<file path="src/rtl/way_victim_pkg.sv">
package way_victim_pkg;
  localparam int unsigned DEF_WAYS = 4;

  function automatic int unsigned idx_w(input int unsigned ways);
    return (ways > 1) ? $clog2(ways) : 1;
  endfunction
endpackage

</file>
<file path="src/rtl/way_first_free.sv">
module way_first_free #(
  parameter int unsigned N = 4,
  localparam int unsigned W = way_victim_pkg::idx_w(N)
) (
  input  logic [N-1:0] cand_i,
  output logic         hit_o,
  output logic [W-1:0] idx_o
);
  always_comb begin
    hit_o = 1'b0;
    idx_o = '0;
    for (int i = N - 1; i >= 0; i--) begin
      if (cand_i[i]) begin
        hit_o = 1'b1;
        idx_o = W'(i);
      end
    end
  end

  always_comb begin
    if (hit_o) a_r1_pick_is_cand: assert (cand_i[idx_o]);
  end
endmodule

</file>
<file path="src/rtl/way_rr_ptr.sv">
module way_rr_ptr #(
  parameter int unsigned W = 2
) (
  input  logic         clk_i,
  input  logic         rst_ni,
  input  logic         step_i,
  input  logic [W-1:0] inc_i,
  output logic [W-1:0] ptr_o
);
  always_ff @(posedge clk_i or negedge rst_ni) begin
    if (!rst_ni)     ptr_o <= '0;
    else if (step_i) ptr_o <= ptr_o + inc_i;
  end

  a_r7_hold_when_idle: assert property (@(posedge clk_i) disable iff (!rst_ni)
    !step_i |=> ptr_o == $past(ptr_o));
endmodule

</file>
<file path="src/rtl/way_victim_sel.sv">
module way_victim_sel #(
  parameter int unsigned NUM_WAYS = way_victim_pkg::DEF_WAYS,
  localparam int unsigned WAY_W = way_victim_pkg::idx_w(NUM_WAYS),
  localparam int unsigned HALF  = NUM_WAYS / 2
) (
  input  logic                clk_i,
  input  logic                rst_ni,
  input  logic                alloc_i,
  input  logic                lock_i,
  input  logic [NUM_WAYS-1:0] valid_i,
  output logic [WAY_W-1:0]    way_o
);
  logic [NUM_WAYS-1:0] allow, cand;
  logic                hit;
  logic [WAY_W-1:0]    free_idx, ptr_q, rr_sel, inc;

  // locked mode masks off the lower half
  for (genvar g = 0; g < NUM_WAYS; g++) begin : g_mask
    if (g >= HALF) begin : g_up
      assign allow[g] = 1'b1;
    end else begin : g_lo
      assign allow[g] = ~lock_i;
    end
  end

  assign cand = ~valid_i & allow;

  way_first_free #(.N(NUM_WAYS)) u_free (
    .cand_i (cand),
    .hit_o  (hit),
    .idx_o  (free_idx)
  );

  // locked: upper pointer bits index the upper half, stepping by two
  assign rr_sel = lock_i ? {1'b1, ptr_q[WAY_W-1:1]} : ptr_q;
  assign inc    = lock_i ? WAY_W'(2) : WAY_W'(1);
  assign way_o  = hit ? free_idx : rr_sel;

  way_rr_ptr #(.W(WAY_W)) u_ptr (
    .clk_i  (clk_i),
    .rst_ni (rst_ni),
    .step_i (alloc_i & ~hit),
    .inc_i  (inc),
    .ptr_o  (ptr_q)
  );

  a_r5_lower_locked: assert property (@(posedge clk_i) disable iff (!rst_ni)
    lock_i |-> way_o >= WAY_W'(HALF));

  a_r1_lowest_free: assert property (@(posedge clk_i) disable iff (!rst_ni)
    (!lock_i && !(&valid_i)) |-> (!valid_i[way_o] &&
      ((way_o == '0) || ((valid_i & ((NUM_WAYS'(1) << way_o) - NUM_WAYS'(1))) ==
        ((NUM_WAYS'(1) << way_o) - NUM_WAYS'(1))))));

  a_r2_normal_advance: assert property (@(posedge clk_i) disable iff (!rst_ni)
    (alloc_i && !lock_i && (&valid_i)) |=> ptr_q == $past(ptr_q) + WAY_W'(1));

  a_r4_locked_toggle: assert property (@(posedge clk_i) disable iff (!rst_ni)
    (alloc_i && lock_i && (&valid_i[NUM_WAYS-1:HALF])) |=>
      (ptr_q[WAY_W-1] != $past(ptr_q[WAY_W-1])) && (ptr_q[0] == $past(ptr_q[0])));

  a_r7_free_keeps_ptr: assert property (@(posedge clk_i) disable iff (!rst_ni)
    (alloc_i && (|(~valid_i & allow))) |=> $stable(ptr_q));
endmodule

</file>
<file path="config.mk">
export PLATFORM = sky130hd
export DESIGN_NAME = way_victim_sel
export DESIGN_NICKNAME = d
export VERILOG_FILES = /design/src/rtl/way_victim_pkg.sv /design/src/rtl/way_first_free.sv /design/src/rtl/way_rr_ptr.sv /design/src/rtl/way_victim_sel.sv
export SDC_FILE = /design/constraint.sdc
export NUM_CORES = 1
export LEC_CHECK = 0
export BUFFER_PORTS_ARGS = -buffer_cell sky130_fd_sc_hd__buf_4
export CORE_AREA = 2 2 39 41
export DETAILED_ROUTE_END_ITERATION = 6
export DIE_AREA = 0 0 41 43
export MAX_ROUTING_LAYER = met4
export PLACE_DENSITY = 0.32
export SYNTH_ARGS = -nofsm -noshare
export SYNTH_HDL_FRONTEND = slang
export SYNTH_SLANG_ARGS = --single-unit
</file>
<file path="constraint.sdc">
create_clock -name clk_i -period 1.25 [get_ports clk_i]
set_input_delay 0 -clock clk_i [delete_from_list [all_inputs] [get_ports clk_i]]
set_output_delay 0 -clock clk_i [all_outputs]
set_load 0.01 [all_outputs]
</file>
# Word-level counts from Yosys, hierarchy flattened
# Index checks and enable logic that the tools add are counted.
# totals
regBits	2
inputBits	8
out_inout_bits	2
elab_cells	18
# op_classes
n_addsub	1
mux	11
bitwise	5
# op_table
operator	n
$mux 2	7
$and 4x4->4	1
$mux 1	4
$not 4->4	1
$add 2x2->2	1
$not 1->1	2
$and 1x1->1	1

# Longest topological paths before layout
# logic_depth
word_depth	8
depth_mapped	4
depth_no_buf	4

# Modules after synthesis
# A second synthesis with hierarchy kept.
# unflattened
hier_cells	26
area_unflattened_um2	186.4
# by_module_without_submodules
module	n_inst	cells_per_inst	area_per_inst_um2	seq_area_each_um2
way_rr_ptr	1	7	95.1	50.0
way_victim_sel	1	12	56.3	0.0
way_first_free	1	7	35.0	0.0

# Worst setup path after synthesis
# No wires, ideal clock.
# synth_path
path_type	register to register
from	register u_ptr.ptr_o[0]
to	register u_ptr.ptr_o[0]
setup_time_ns	0.125
t_arrival_ns	0.874
required_ns	1.125
slack_ns	0.250
stages_incl_launch_ff	3
n_path_buf	0
synth_period_minus_slack_ns	1.000
path_cell_list	dfrtp_1 > ha_1 > mux2_4
# synth_between
elab_chain_cells	1
# synth_lines
element	line	rtl
start: declaration	way_rr_ptr.sv:8	output logic [W-1:0] ptr_o
start signal: assignment	way_rr_ptr.sv:12	else if (step_i) ptr_o <= ptr_o + inc_i;
$add 2x2->2	way_rr_ptr.sv:12	
# Every way passes these cells.
# A chain may end at the register's enable or synchronous reset.

# Final worst setup path
# layout_path
from	register u_ptr.ptr_o[1]
to	output port way_o[1]
# layout_between
elab_chain_cells	2
# layout_lines
element	line	rtl
$mux 2	way_victim_sel.sv:35	assign rr_sel = lock_i ? {1'b1, ptr_q[WAY_W-1:1]} : ptr_q;
$mux 2	way_victim_sel.sv:37	assign way_o = hit ? free_idx : rr_sel;
end: declaration	way_victim_sel.sv:11	output logic [WAY_W-1:0] way_o
# Every way passes these cells.

==> results.md <==
* Max-Cap Viols at 0
* Antenna diodes at 0
* Initial antenna violation count at 0
* Arr. time, crit path at between 1000 and 1500 ps
* Initial Util at between 10% and 20%
* Placed cells at 43
* Final hold vios at 0
* Port Buf Inserts at 9
* CP max-delay cell: dfrtp_1
* Sw frac at 29.8%
* Total power at 0.438 mW
* Layout cells sized above 1 at about half
* Register share of total power at ~28%
* Drt wl/cell at a little over 9 µm
* Hold WC Path Type: input pin to asynchronous set/reset pin
* FP Rows at 14
* Slew Limit Fails at 0
* Largest net degree at the start of global routing at 6
* Hold WS at 94.3 ps
* Reg with most FFs: u_ptr.ptr_o
* Die area at roughly 1800 µm²
* Crit Path Class: flop to primary output
* CTS Buf Count at 3
* Minimum clock period at between 1000 and 1500 ps
* Max_slew headroom at roughly 89%
* Top flop regs: u_ptr.ptr_o: 2 flops
* Root Driver: clkbuf_4
* Fillcell total at 150
* Outcome: finished clean
* VDD IR max at around 600 µV
* Core Region at 1380 µm²
* TritonRoute pass-1 iters at 1
* Post-Layout Cell Count at 47
* Post-synthesis area per instance at around 9.6 µm²
* Max Buffers Root-to-Sink at 2
* Horiz. Die Dim at about 41 µm
* Max reg flops at 2
* Via count at approximately 180
* P_leak at ~0.14 nW
* Die height at between 40 and 50 µm
* Final-report setup violation count at 0
* Internal power at 0.308 mW
* Drt initial violations at 0
* Distinct cells, synth at 14
* Flops & latches, synth at 2
* Drt via density at around 3.8
* Seq/Total Area, Yosys at a little under 30%
* DR DRC count at 0
* Critical-path cell list: inv_1 > ha_1 > a31oi_1 > buf_4
* Slew @ Worst Pin at approximately 170 ps
* RSZ-0062 raised after global routing: false
* Worst-path clk slew at roughly 30 ps
* Skew final at around 1.1 ps
* Comb pwr share at between 40% and 50%
* Syn nets at 28
* Area Overhead vs Synth at 69.6%
* Worst setup SP type: flop
* Switching power at 0.130 mW
* Gpl congestion at between 0.5 and 0.6
* Vias in the first global route at approximately 190
* Synthesized instance count at 18
* Crit path max fanout at 2
* Post-synthesis cell area at roughly 170 µm²
* Clock power frac at around 32%
* CP Capture Type: primary output
* Global-route wire length before repair at around 660 µm
* Total routed wirelength at roughly 440 µm
* Final period utilization at between 80 and 90%
* CTS tree: built
* CP required at roughly 1300 ps
* Clock Sinks at 2
* Setup tns final at 0 ps
* Ys Warns at 0
* Max Fclk at about 910 MHz
* Post-DP HPWL at about 360 µm
* Congestion Overflow GR at 0
* Worst-Skew Late Latency at about 220 ps
* GR Util All Layers at between 6 and 7%
* CP max stage delay at approximately 340 ps
* Io pins at 10
* H-tree levels at 1
* Layout Nets at 43
* PwrDens at 1500 nW/µm²
* DRT antenna net count at 0
==> critical path, delay by kind of cell (launching register included) <==
kind / cells / cell delay [ps]
buffers and inverters: 2 / 200
AO/OA/AOI/OAI: 1 / 160
flip-flops: 1 / 340
adder cells (fa/ha/maj): 1 / 170
==> cells in the mapped netlist <==
cell	count	share of area, %
nand2_1	2	4.3
mux2_4	1	8.7
nand3_1	1	2.9
a31oi_1	1	3.6
a21oi_1	1	2.9
a21boi_0	1	4.3
inv_1	2	4.3
xnor2_1	1	5.1
o22a_2	1	5.8
mux2i_1	1	5.8
a21oi_2	1	5.1
dfrtp_1	2	29
ha_1	2	14
nor2_2	1	3.6
==> path summary, 6_finish.rpt <==
check | cells past startpoint | to | slack, ps | from
max in group asynchronous | 2 | u_ptr.ptr_o[0] | 1070 | rst_ni
min in group clk_i | 4 | u_ptr.ptr_o[1] | 180 | alloc_i
min reg2reg | 1 | u_ptr.ptr_o[0] | 540 | u_ptr.ptr_o[0]
max | 4 | way_o[1] | 160 | u_ptr.ptr_o[1]
min | 2 | u_ptr.ptr_o[1] | 90 | rst_ni
max reg2reg | 4 | u_ptr.ptr_o[1] | 210 | u_ptr.ptr_o[1]
==> stage by stage <==
step	util [%]	setup slack, ps	cell area, µm²
global route	21.2	82.1	293
detailed placement	18.8	209	260
floorplan	-	250	173
CTS	21.2	146	293
finish	21.2	155	293
global placement	18.8	215	260
==> cell type report <==
| type | instances | area [µm²] | share of cell area (%) |
|---|---|---|---|
| tap | 16 | 20.0 | 6.84 |
| clock buffer | 3 | 22.5 | 7.69 |
| multi-input combinational | 14 | 115 | 39.3 |
| sequential | 2 | 50.0 | 17.1 |
| inverter | 2 | 7.51 | 2.56 |
| timing repair buffer | 10 | 77.6 | 26.5 |
==> cell usage in the layout (no fill, tap or decap), drive strengths merged, types with 2 or more instances in the layout <==
cell type	instances
a21oi	2
buf	9
clkbuf	3
dfrtp	2
ha	2
inv	2
nand2	2
==> power by group through the flow <==
stage / Combinational (mW) / Clock [mW] / Sequential (mW)
final: 0.176 / 0.141 / 0.120
after global routing: 0.203 / 0.163 / 0.125
after CTS: 0.182 / 0.152 / 0.121
after detailed placement: 0.178 / 0 / 0.122
after global placement: 0.169 / 0 / 0.122
after floorplan: 0.122 / 0 / 0.115
==> cells by family (layout without fill, tap and decap cells) <==
kind of cell	after synthesis	after routing	share of synthesized area [%]
muxes	2	2	14.5
and+or+nand+nor	4	4	10.9
DFF	2	2	29.0
buffers and inverters	2	15	4.35
AOI/OAI and AO/OA	5	5	21.7
xor gates and xnor gates	1	1	5.07
adders and majority gates	2	2	14.5
==> repair_timing <==
| item | CTS | global route |
|---|---|---|
| buffers inserted | 0 | 0 |
| gates resized for setup | 0 | 0 |
| endpoints found under the hold margin | 2 | 0 |
| hold buffers | 1 | 0 |
==> metal layers <==
layer	GRT usage [%]	wire (µm)
met1	6.11	178
met2	8.44	197
met3	3.14	59
met4	6.00	0
met5	-	0
Power figures use the tool's default switching activity.
